## config.mk

```make
export PLATFORM = sky130hd
export DESIGN_NAME = gpio_eint_ctrl
export DESIGN_NICKNAME = d
export VERILOG_FILES = /design/src/rtl/eint_pkg.sv /design/src/rtl/eint_rst_sync.sv /design/src/rtl/eint_sync.sv /design/src/rtl/eint_detect.sv /design/src/rtl/eint_regs.sv /design/src/rtl/gpio_eint_ctrl.sv
export SDC_FILE = /design/constraint.sdc
export NUM_CORES = 1
export LEC_CHECK = 0
export ABC_AREA = 1
export BUFFER_PORTS_ARGS = -buffer_cell sky130_fd_sc_hd__buf_2
export CAP_MARGIN = 30
export CORE_UTILIZATION = 40
export DETAILED_ROUTE_END_ITERATION = 6
export PLACE_DENSITY = 0.54
export REMOVE_ABC_BUFFERS = 1
export SKIP_LAST_GASP = 1
export SYNTH_ARGS = -nofsm -noshare
export SYNTH_HDL_FRONTEND = slang
export SYNTH_SLANG_ARGS = --single-unit
export TNS_END_PERCENT = 100
```

## constraint.sdc

```tcl
create_clock -name clk -period 28.9 [get_ports clk]
set_input_delay 4.335 -clock clk [delete_from_list [all_inputs] [get_ports clk]]
set_output_delay 4.335 -clock clk [all_outputs]
set_load 0.02 [all_outputs]
```

## src/rtl/eint_pkg.sv

```systemverilog
package eint_pkg;

  // Trigger rule codes held in each 4-bit rule field
  typedef enum logic [3:0] {
    TRIG_RISE = 4'h0,
    TRIG_FALL = 4'h1,
    TRIG_HIGH = 4'h2,
    TRIG_LOW  = 4'h3,
    TRIG_BOTH = 4'h4
  } trig_e;

  localparam int RULE_W      = 4;
  localparam int RULE_BASE   = 'h200;
  localparam int MASK_OFS    = 'h210;
  localparam int PEND_OFS    = 'h214;
  localparam int WORD_BYTES  = 4;

endpackage

```

## src/rtl/eint_rst_sync.sv

```systemverilog
module eint_rst_sync (
  input  logic clk,
  input  logic rst_n_async,
  output logic rst_n
);

  logic [1:0] rst_q;

  always_ff @(posedge clk or negedge rst_n_async) begin
    if (!rst_n_async) rst_q <= 2'b00;
    else              rst_q <= {rst_q[0], 1'b1};
  end

  assign rst_n = rst_q[1];

endmodule

```

## src/rtl/eint_sync.sv

```systemverilog
module eint_sync #(
  parameter int N      = 32,
  parameter int STAGES = 2
) (
  input  logic         clk,
  input  logic         rst_n,
  input  logic [N-1:0] async_in,
  output logic [N-1:0] sync_out
);

  logic [N-1:0] stage_q [STAGES];

  for (genvar s = 0; s < STAGES; s++) begin : g_stage
    logic [N-1:0] stage_d;
    if (s == 0) begin : g_first
      assign stage_d = async_in;
    end else begin : g_next
      assign stage_d = stage_q[s-1];
    end
    always_ff @(posedge clk or negedge rst_n) begin
      if (!rst_n) stage_q[s] <= '0;
      else        stage_q[s] <= stage_d;
    end
  end

  assign sync_out = stage_q[STAGES-1];

endmodule

```

## src/rtl/eint_detect.sv

```systemverilog
module eint_detect
  import eint_pkg::*;
#(
  parameter int N = 32
) (
  input  logic              clk,
  input  logic              rst_n,
  input  logic [N-1:0]      line_sync,
  input  logic [RULE_W*N-1:0] rule_flat,
  output logic [N-1:0]      hit
);

  logic [N-1:0] prev_q;
  logic [N-1:0] prev_d;

  assign prev_d = line_sync;

  always_ff @(posedge clk or negedge rst_n) begin
    if (!rst_n) prev_q <= '0;
    else        prev_q <= prev_d;
  end

  for (genvar n = 0; n < N; n++) begin : g_line
    logic [RULE_W-1:0] rule;
    logic              rise;
    logic              fall;
    assign rule = rule_flat[RULE_W*n +: RULE_W];
    assign rise = line_sync[n] & ~prev_q[n];
    assign fall = ~line_sync[n] & prev_q[n];
    always_comb begin
      case (rule)
        TRIG_RISE: hit[n] = rise;
        TRIG_FALL: hit[n] = fall;
        TRIG_HIGH: hit[n] = line_sync[n];
        TRIG_LOW:  hit[n] = ~line_sync[n];
        TRIG_BOTH: hit[n] = rise | fall;
        default:   hit[n] = 1'b0;
      endcase
    end
  end

endmodule

```

## src/rtl/eint_regs.sv

```systemverilog
module eint_regs
  import eint_pkg::*;
#(
  parameter int N      = 32,
  parameter int ADDR_W = 12,
  parameter int DATA_W = 32
) (
  input  logic                clk,
  input  logic                rst_n,
  input  logic                wr_en,
  input  logic                rd_en,
  input  logic [ADDR_W-1:0]   addr,
  input  logic [DATA_W-1:0]   wdata,
  input  logic [N-1:0]        hit,
  output logic [DATA_W-1:0]   rdata,
  output logic [RULE_W*N-1:0] rule_flat,
  output logic [N-1:0]        mask,
  output logic [N-1:0]        pending
);

  localparam int FIELDS = DATA_W / RULE_W;
  localparam int NREG   = (N + FIELDS - 1) / FIELDS;

  logic [RULE_W*N-1:0]   rule_q, rule_d;
  logic [N-1:0]          mask_q, mask_d;
  logic [N-1:0]          pend_q, pend_d;
  logic [DATA_W-1:0]     rdata_q, rdata_d;
  logic [NREG*DATA_W-1:0] rule_pad;
  logic                  mask_sel, pend_sel;
  logic [N-1:0]          clr;

  assign mask_sel = (addr == ADDR_W'(MASK_OFS));
  assign pend_sel = (addr == ADDR_W'(PEND_OFS));

  // Rule fields: one write decode per line
  for (genvar n = 0; n < N; n++) begin : g_rule
    localparam int REG = n / FIELDS;
    localparam int SH  = RULE_W * (n % FIELDS);
    logic sel;
    assign sel = wr_en && (addr == ADDR_W'(RULE_BASE + WORD_BYTES * REG));
    assign rule_d[RULE_W*n +: RULE_W] = sel ? wdata[SH +: RULE_W]
                                            : rule_q[RULE_W*n +: RULE_W];
  end

  // Mask and pending next state; a new event outranks a clear
  always_comb begin
    mask_d = (wr_en && mask_sel) ? wdata[N-1:0] : mask_q;
    clr    = (wr_en && pend_sel) ? wdata[N-1:0] : '0;
    pend_d = (pend_q & ~clr) | hit;
  end

  // Read decode
  always_comb begin
    rule_pad = '0;
    rule_pad[RULE_W*N-1:0] = rule_q;
  end

  always_comb begin
    rdata_d = '0;
    if (mask_sel) rdata_d[N-1:0] = mask_q;
    if (pend_sel) rdata_d[N-1:0] = pend_q;
    for (int k = 0; k < NREG; k++) begin
      if (addr == ADDR_W'(RULE_BASE + WORD_BYTES * k))
        rdata_d = rule_pad[DATA_W*k +: DATA_W];
    end
  end

  always_ff @(posedge clk or negedge rst_n) begin
    if (!rst_n) begin
      rule_q  <= '0;
      mask_q  <= '0;
      pend_q  <= '0;
      rdata_q <= '0;
    end else begin
      rule_q <= rule_d;
      mask_q <= mask_d;
      pend_q <= pend_d;
      if (rd_en) rdata_q <= rdata_d;
    end
  end

  assign rdata     = rdata_q;
  assign rule_flat = rule_q;
  assign mask      = mask_q;
  assign pending   = pend_q;

endmodule

```

## src/rtl/gpio_eint_ctrl.sv

```systemverilog
module gpio_eint_ctrl
  import eint_pkg::*;
#(
  parameter int NUM_LINES   = 32,
  parameter int ADDR_W      = 12,
  parameter int DATA_W      = 32,
  parameter int SYNC_STAGES = 2
) (
  input  logic                 clk,
  input  logic                 rst_n,
  input  logic [NUM_LINES-1:0] eint_pins,
  input  logic                 bus_wr_en,
  input  logic                 bus_rd_en,
  input  logic [ADDR_W-1:0]    bus_addr,
  input  logic [DATA_W-1:0]    bus_wdata,
  output logic [DATA_W-1:0]    bus_rdata,
  output logic                 irq
);

  logic                          rst_n_sync;
  logic [NUM_LINES-1:0]          line_sync;
  logic [NUM_LINES-1:0]          hit_vec;
  logic [RULE_W*NUM_LINES-1:0]   rule_vec;
  logic [NUM_LINES-1:0]          mask_vec;
  logic [NUM_LINES-1:0]          pend_vec;
  logic                          irq_q, irq_d;

  eint_rst_sync u_rst (
    .clk         (clk),
    .rst_n_async (rst_n),
    .rst_n       (rst_n_sync)
  );

  eint_sync #(.N(NUM_LINES), .STAGES(SYNC_STAGES)) u_sync (
    .clk      (clk),
    .rst_n    (rst_n_sync),
    .async_in (eint_pins),
    .sync_out (line_sync)
  );

  eint_detect #(.N(NUM_LINES)) u_detect (
    .clk       (clk),
    .rst_n     (rst_n_sync),
    .line_sync (line_sync),
    .rule_flat (rule_vec),
    .hit       (hit_vec)
  );

  eint_regs #(.N(NUM_LINES), .ADDR_W(ADDR_W), .DATA_W(DATA_W)) u_regs (
    .clk       (clk),
    .rst_n     (rst_n_sync),
    .wr_en     (bus_wr_en),
    .rd_en     (bus_rd_en),
    .addr      (bus_addr),
    .wdata     (bus_wdata),
    .hit       (hit_vec),
    .rdata     (bus_rdata),
    .rule_flat (rule_vec),
    .mask      (mask_vec),
    .pending   (pend_vec)
  );

  assign irq_d = |(pend_vec & mask_vec);

  always_ff @(posedge clk or negedge rst_n_sync) begin
    if (!rst_n_sync) irq_q <= 1'b0;
    else             irq_q <= irq_d;
  end

  assign irq = irq_q;

endmodule

```

==> key figures, run 1 <==
STA
  – Final hold violations: 0
  – FMAX: 0.168 GHz
  – Period utilisation layout: 20.7%
  – RSZ-0062 raised after global routing: no
  – Final slew viol count: 0
  – Slew @ Worst Pin: 0.871 ns
  – Final TNS setup: 0 ns
  – Post-layout min period: 5.97 ns
  – PnR worst setup slack: 22.93 ns
  – Max_slew headroom: 42.0%
  – Count of final setup violators: 0
  – Final setup skew: 0.0170 ns

Logic synthesis
  – Sequential-to-total area share from yosys stat: 53.8%
  – Mapped Area: 15000 um2
  – Cell with the most instances after synthesis: nand2_1
  – Cells after synthesis: 1755
  – Ys async rst share: 100%
  – Yosys reg bits: 323
  – Unique masters post-synth: 32
  – Synth area leader: dfrtp_1
  – Synth cell count leaders: nand2_1, dfrtp_1, inv_1, o21ai_1, nand3_1
  – Most used DFF post-synth: dfrtp_1
  – Synth Warn #: 0
  – Synth Area per Inst: 8.57 um2
  – Largest cells by area after synthesis: dfrtp_1, nand2_1, o21ai_1
  – Number of flops mapped to enable cells by yosys: 0
  – Yosys top cell area share: 53.8%

Power
  – Sequential power share: 46.4%
  – Sw frac: 22.3%
  – Logic pwr share: 4.4%
  – Net switching power: 225 uW
  – Internal power: 783 uW
  – Clock Power Share: 49.2%
  – Leak: 8.31 nW
  – VDD IR max: 0.0342 mV
  – PD cells: 58.0 nW/um2

Setup path
  – Worst EP required: 29.28 ns
  – Worst-path cell with the longest stage delay: nand2_4
  – CP arrival: 6.35 ns
  – CP cell instances: buf_2, inv_2, nand2_1, nor2_4, buf_4, inv_2, nor3_4, buf_4, nand2_4, nand2_1, o21ai_2
  – Slowest stage delay, CP: 0.56 ns
  – CP Class: primary input to flop
  – CP Capture Type: flop
  – Crit path buffers/inverters: 5
  – Delay-heaviest family, CP: simple AND/OR/NAND/NOR gates
  – Top fanout value on the critical path: 64
  – CP Launch Type: primary input

CTS
  – H-tree levels: 2
  – # hold bufs at CTS: 0
  – CTS root buffer: clkbuf_16
  – Sink Count: 323
  – Clock buffer count from CTS: 38
  – CTS resizes: 0
  – Clock Path Buffers: 3
  – Post-CTS setup buffers: 0
  – Clk_lat worst skew: 0.53 ns
  – Clock-pin slew on the worst setup and hold paths: 0.06 ns
  – CTS tree: done

Placed design
  – Final GP Congestion: 0.764
  – IO Port Bufs: 112
  – Post-DP HPWL: 25600 um
  – Pre-CTS setup slack: 21.63 ns

Floorplanning
  – Starting Density: 40.9%
  – Row count: 70
  – Die area: 38400 um2
  – Die width: 196 um
  – Die Y: 196 um
  – Core area: 36800 um2
  – Number of I/O pins: 113

Finish
  – Final net count: 2001
  – Layout cells sized above 1: 12.2%
  – Area growth from synthesis to layout: 15.6%
  – Antenna Cells: 0

Min path
  – Min-delay worst type: flop to flop

Global routing
  – First-pass GRT wire length: 64300 um
  – Initial antenna violation count: 0
  – GR peak layer: met2
  – Grt ovf: 0
  – Met2 Use GR: 34.3%
  – Number of global-route vias before repair: 11700
  – Met1 Use GR: 29.9%
  – Routing usage on met3: 3.52%
  – Overall Global Routing Usage: 21.3%
  – Largest net degree at the start of global routing: 101

Routing
  – Detail Route Antenna Nets: 0
  – Drt drc: 0
  – Via/cell ratio: 5.07
  – Detailed Routing Iterations Pass 1: 5
  – DR WL/cell: 16.8 um
  – Vias after detailed routing: 11900
  – Total routed wirelength: 39500 um
  – Initial drt markers: 741

Run status
  – Outcome: finished clean

Job
  – Max-cap violations: 0
## stage by stage
stage	utilization (%)	hold WS, ns	cell area (um2)	total power [mW]	cells
2_1_floorplan	-	0.331	14700	0.499	1686
3_3_place_gp	43.4	0.331	16000	0.519	2281
3_5_place_dp	43.5	0.335	16000	0.521	2283
4_1_cts	47.1	0.341	17300	1.02	2352
5_1_grt	47.3	0.352	17400	1.05	2354
6_report	47.3	0.339	17400	1.01	2354
## power groups by stage
stage / clock [mW] / combinational, mW / sequential, mW
6_report: 0.497 / 0.0441 / 0.468
5_1_grt: 0.528 / 0.0513 / 0.469
4_1_cts: 0.511 / 0.0449 / 0.468
3_5_place_dp: 0 / 0.0446 / 0.476
3_3_place_gp: 0 / 0.0434 / 0.476
2_1_floorplan: 0 / 0.0195 / 0.480
## logic make-up after synthesis
kind of cell | share of synthesized area, %
buffers and inverters | 6.97
AOI/OAI and AO/OA | 12.5
and+or+nand+nor | 21.4
other | 0.0249
adders and majority gates | 5.33
DFF | 53.8
## worst paths after layout
path,start,end,slack [ns],cells past startpoint
worst max-delay path,bus_addr[8],u_regs.rule_flat[104],22.93,11
worst min-delay path,u_sync.g_stage[1].stage_d[3],u_sync.sync_out[3],0.34,0
worst min register to register,u_sync.g_stage[1].stage_d[3],u_sync.sync_out[3],0.34,0
worst max register to register,u_rst.rst_q[1],u_regs.pending[30],26.59,3
max in group asynchronous,rst_n,u_rst.rst_q[1],25.21,1
min in group asynchronous,u_rst.rst_q[1],u_sync.sync_out[13],0.41,0
## sequential cells by signal, summed over array words and instances, names as in the netlist
name and flops:
irq 1, u_detect.prev_q 32, u_regs.mask 32, u_regs.pending 32, u_regs.rdata 32, u_regs.rule_flat 128
u_rst.rst_q 2, u_sync.g_stage.stage_d 32, u_sync.sync_out 32
## area by class of cell
class,count,area [um2]
Timing Repair Buffer,131,768
Clock buffer,62,1230
Tap cell,468,586
Clock inverter,7,85.1
Inverter,192,721
Sequential cell,323,8090
Fill cell,3626,19400
Multi-Input combinational cell,1171,5900
## cell usage in the layout (no fill, tap or decap), drive strengths merged
cell type,Yosys,final
a21oi,8,8
clkbuf,26,62
nor4,6,6
buf,43,131
o221ai,2,2
or2,1,1
nand2,427,427
ha,64,64
nand4,3,3
bufinv,0,2
nor3,6,6
dfrtp,323,323
nand3,168,168
o31ai,7,7
o22ai,24,24
conb,1,1
o211ai,19,19
inv,192,192
o21ai,268,268
nor2,160,160
clkinv,0,5
a221oi,4,4
a22o,3,3
## layer usage
metal,wire [um],part of all wire (%)
met1,18700,47
met3,1810,4.6
met5,0,0
met4,713,1.8
met2,18300,46
(Power assumes the default switching activity.)
==> inputs of run 2 (changes only) <==
- clock period: 28.9 -> 5.78 ns (I/O delays scaled with it)
==> run 2 against run 1 <==
Net effect: sequential cell count is the same; cell area down 0.81%; clock power grew to 4.7 times the previous value; routed wire length up 0.47%; cell count decreased by 0.34%; worst setup slack got worse by 20 ns; via count up 0.27%; register-to-register slack lost 23 ns; sequential power grew to 5.0 times the previous value; largest cell class unchanged; power increased to 4.9 times the previous value; utilization fell by 0.38 points.
==> key figures, run 2 (synthesized netlist as in run 1, its figures left out) <==
Setup path
  – Worst EP required: 6.16 ns
  – CP arrival: 2.89 ns
  – RR Endpoint: u_sync.g_stage[1].stage_d[24]
  – Worst R2R Start: u_rst.rst_q[1]
  – Top fanout value on the critical path: 64
  – CP Capture Type: flop
  – CP Class: primary input to flop
  – Reg2Reg Depth: 1
  – Worst R2R Setup Slack: 3.93 ns
  – CP Launch Type: primary input

Routing
  – Detailed Routing Iterations Pass 1: 5
  – Detail Route Antenna Nets: 0
  – Initial drt markers: 731
  – Total routed wirelength: 39700 um
  – Via/cell ratio: 5.10
  – Vias after detailed routing: 12000
  – Drt drc: 0
  – DR WL/cell: 16.9 um

STA
  – Final hold violations: 0
  – Hold slack final: 0.110 ns
  – Slew @ Worst Pin: 1.06 ns
  – RSZ-0062 raised after global routing: no
  – Max_slew headroom: 29.6%
  – Count of final setup violators: 0
  – Period utilisation layout: 43.4%
  – Final slew viol count: 0
  – Post-layout min period: 2.51 ns
  – Final setup skew: 0.0180 ns
  – FMAX: 0.399 GHz

Floorplanning
  – Die width: 196 um
  – Number of I/O pins: 113
  – Die Y: 196 um
  – Starting Density: 40.9%
  – Die area: 38400 um2
  – Core area: 36800 um2
  – Row count: 70

Power
  – VDD IR max: 0.180 mV
  – Net switching power: 1.12 mW
  – Sw frac: 22.9%
  – Logic pwr share: 4.5%
  – Internal power: 3.78 mW
  – Leak: 8.23 nW
  – Sequential power share: 47.7%
  – PD cells: 284 nW/um2
  – Clock Power Share: 47.8%

CTS
  – Clock buffer count from CTS: 37
  – Clk_lat worst skew: 0.54 ns
  – # hold bufs at CTS: 0
  – Post-CTS setup buffers: 0
  – Clock-pin slew on the worst setup and hold paths: 0.06 ns
  – CTS tree: done
  – CTS root buffer: clkbuf_16
  – Sink Count: 323
  – Clock Path Buffers: 3
  – CTS resizes: 0
  – H-tree levels: 2

Finish
  – Number of flip-flops in the largest register: 128
  – Antenna Cells: 0
  – Layout cells sized above 1: 11.7%
  – Commonest cells after routing, fill and taps aside: nand2_1, dfrtp_1, inv_1
  – Commonest non-fill, non-tap cell in the layout: nand2_1
  – Design Area, Final: 17200 um2
  – Final core occ: 46.9%
  – Fill count: 3633
  – Final net count: 1997
  – Area growth from synthesis to layout: 14.7%

Global routing
  – Initial antenna violation count: 0
  – First-pass GRT wire length: 64300 um
  – Grt ovf: 0
  – Number of global-route vias before repair: 11700
  – Overall Global Routing Usage: 21.3%
  – Largest net degree at the start of global routing: 167

Placed design
  – IO Port Bufs: 112
  – Placed Instance Area: 16000 um2
  – Final GP Congestion: 0.766
  – Post-DP HPWL: 25200 um

Min path
  – Min-delay worst type: primary input to asynchronous set/reset pin

Run status
  – Outcome: finished clean

Job
  – Max-cap violations: 0
-- run 2: changes by cell type in the layout (fill, tap and decap cells not counted) --
cell,delta
clkinv_2,-1
inv_6,+1
clkbuf_16,-2
clkbuf_1,+3
clkbuf_8,-6
buf_4,-3
-- run 2: routing by layer --
metal | wire length [um] | global-route usage (%) | up-vias
met2 | 18500 | 34.8 | 266
li1 | - | - | 5905
met3 | 1830 | 2.96 | 48
met4 | 695 | 5.18 | 0
met5 | 0 | 0 | -
met1 | 18600 | 29.8 | 5747
-- run 2: cell type report --
type	count	area, um2	area share [%]
Sequential cell	323	8090	46.9
Multi-Input combinational cell	1171	5900	34.2
Clock buffer	57	1110	6.46
Tap cell	468	586	3.40
Inverter	192	721	4.18
Clock inverter	7	88.8	0.515
Timing Repair Buffer	128	746	4.32
-- run 2: worst max path at each step --
stage	start	end
finish	bus_addr[5]	u_regs.rule_flat[70]
global route	bus_addr[5]	u_regs.rule_flat[92]
CTS	bus_addr[5]	u_regs.rule_flat[105]
detailed placement	bus_addr[5]	u_regs.rule_flat[105]
global placement	bus_addr[1]	u_regs.mask[22]
floorplan	u_rst.rst_q[1]	irq
-- run 2: metrics by stage --
step	cells	total power [mW]	setup slack, ns	setup TNS [ns]
detailed placement	2281	2.60	2.73	0
global route	2346	5.09	3.06	0
CTS	2345	4.98	3.27	0
finish	2346	4.90	3.27	0
floorplan	1686	2.49	-3.89	-1248.23
global placement	2279	2.60	2.73	0
-- run 2: critical path, stage by stage --
cell and delay (ns):
buf_2 0.10, nor2_1 0.19, nand2_2 0.16, nor3_4 0.19
buf_4 0.45, nand2_4 0.54, nand2_1 0.24, o21ai_2 0.07
-- run 2: power groups by stage --
stage               sequential (mW)  clock (mW)  combinational, mW
finish                         2.34        2.34              0.219
global route                   2.34        2.49              0.254
CTS                            2.34        2.41              0.226
detailed placement             2.38           0              0.224
global placement               2.38           0              0.218
floorplan                      2.40           0             0.0974
==> inputs of run 3 (changes only) <==
- PLACE_DENSITY: 0.54 -> 0.56
- clock period: 5.78 -> 2.25 ns (I/O delays scaled with it)
==> run 3 against run 2 <==
Net effect: combinational power rose to 3.0 times the previous value; routed wire length increased by 1.9%; global-route usage up 0.62 points; clock skew decreased by 0.0073 ns; sequential share of layout area shrank 1.4 points; register-to-register slack lost 3.2 ns; via count is 1.3% higher; critical path depth down 1; first-iteration DRC count is 6.6% higher; sequential power rose to 2.6 times the previous value; die area unchanged.
==> key figures, run 3 (synthesized netlist as in run 1, its figures left out) <==
Power
  – Leak: 8.46 nW
  – PD cells: 698 nW/um2
  – VDD IR max: 0.504 mV

Setup path
  – Top fanout value on the critical path: 4
  – Worst-path cell with the longest stage delay: dfrtp_1
  – Slowest stage delay, CP: 0.39 ns
  – Worst R2R Setup Slack: 0.72 ns
  – CP Launch Type: flop
  – Worst EP required: 2.72 ns
  – Reg2Reg Depth: 7
  – Crit path launch: u_sync.sync_out[23]
  – CP cell instances: inv_1, ha_1, nor2_1, nand2_1, o22ai_1, nand2_1, nand2_1
  – CP Capture Point: u_regs.pending[23]
  – CP arrival: 2.00 ns
  – Most used cell along the critical path: nand2_1
  – CP Class: flop to flop
  – CP Capture Type: flop
  – RR Endpoint: u_regs.pending[23]
  – Worst R2R Start: u_sync.sync_out[23]

Routing
  – Initial drt markers: 779
  – Vias after detailed routing: 12100
  – Drt drc: 0
  – Via/cell ratio: 5.08
  – DR WL/cell: 17.0 um
  – Detailed Routing Iterations Pass 1: 5
  – Detail Route Antenna Nets: 0
  – Total routed wirelength: 40400 um

Global routing
  – Overall Global Routing Usage: 21.9%
  – Number of global-route vias before repair: 12000
  – Initial antenna violation count: 0
  – Largest net degree at the start of global routing: 99
  – First-pass GRT wire length: 65500 um
  – Grt ovf: 0

STA
  – Max_slew headroom: 65.9%
  – Count of final setup violators: 0
  – Final hold violations: 0
  – RSZ-0062 raised after global routing: no
  – PnR worst setup slack: 0.715 ns
  – Final TNS setup: 0 ns
  – Final setup skew: 0.0107 ns
  – Post-layout min period: 1.53 ns
  – Period utilisation layout: 68.2%
  – FMAX: 0.652 GHz
  – Slew @ Worst Pin: 0.511 ns
  – Final slew viol count: 0

Floorplanning
  – Die area: 38400 um2
  – Die Y: 196 um
  – Row count: 70
  – Die width: 196 um
  – Number of I/O pins: 113
  – Core area: 36800 um2
  – Starting Density: 40.9%

Placed design
  – Placed Instance Area: 16300 um2
  – Post-DP HPWL: 26300 um
  – IO Port Bufs: 112
  – Pre-CTS setup slack: 0.377 ns
  – Final GP Congestion: 0.775

Finish
  – Design Area, Final: 17800 um2
  – Multi-input combinational cell area: 5900 um2
  – Final net count: 2040
  – Layout cells sized above 1: 12.0%
  – Number of flip-flops in the largest register: 128
  – Area growth from synthesis to layout: 18.3%
  – Commonest non-fill, non-tap cell in the layout: nand2_1
  – Commonest cells after routing, fill and taps aside: nand2_1, dfrtp_1, inv_1
  – Antenna Cells: 0
  – Fill count: 3614
  – FF/Latch Area: 8090 um2

CTS
  – Clock-pin slew on the worst setup and hold paths: 0.06 ns
  – CTS tree: done
  – H-tree levels: 2
  – Clock buffer count from CTS: 37
  – Post-CTS setup buffers: 0
  – CTS root buffer: clkbuf_16
  – Clk_lat worst skew: 0.53 ns
  – Clock Path Buffers: 3
  – Sink Count: 323

Run status
  – Outcome: finished clean

Job
  – Max-cap violations: 0

Min path
  – Min-delay worst type: primary input to asynchronous set/reset pin
==> run 3: report_power, final <==
part,switching [mW],internal [mW]
logic,0.420,0.227
clock network,2.34,3.43
registers,0.0805,5.92
==> run 3: routing by layer <==
layer | vias up | track usage, % | share of wire, %
li1 | 5993 | - | -
met1 | 5813 | 30.2 | 47
met2 | 241 | 35.6 | 47
met3 | 71 | 2.92 | 4.1
met4 | 0 | 7.12 | 2.5
met5 | - | 0 | 0
==> run 3: stage by stage <==
step / power [mW] / utilization [%] / std cells / hold slack, ns
floorplan: 6.41 / - / 1686 / 0.0419
CTS: 12.6 / 48.3 / 2385 / 0.0914
finish: 12.4 / 48.3 / 2385 / 0.121
detailed placement: 6.72 / 44.4 / 2292 / 0.124
global route: 12.9 / 48.3 / 2385 / 0.118
global placement: 6.69 / 44.4 / 2292 / 0.124
==> run 3: final cells by class <==
type	count	share of cell area, %
Timing Repair Buffer	171	7.58
Tap cell	468	3.29
Sequential cell	323	45.5
Clock inverter	10	0.577
Clock buffer	50	5.82
Multi-Input combinational cell	1171	33.2
Inverter	192	4.05
==> run 3: critical path, delay by kind of cell (launching register included) <==
kind,cells,cell delay (ns)
AO/OA/AOI/OAI,1,0.28
adder cells (fa/ha/maj),1,0.29
buffers and inverters,1,0.07
flip-flops,1,0.39
AND/OR/NAND/NOR,4,0.45
==> run 3: worst min path at each step <==
stage | slack, ns | depth (start not counted) | to
2_1_floorplan | 0.04 | 0 | u_rst.rst_q[0]
3_3_place_gp | 0.12 | 1 | u_rst.rst_q[0]
3_5_place_dp | 0.12 | 1 | u_rst.rst_q[0]
4_1_cts | 0.09 | 2 | u_rst.rst_q[1]
5_1_grt | 0.12 | 2 | u_rst.rst_q[1]
6_report | 0.12 | 2 | u_rst.rst_q[1]
==> run 3: what timing repair did <==
action                    4_1_cts  5_1_grt
gates resized for setup         0        0
hold buffers                   33        0
hold endpoints to repair       34        0
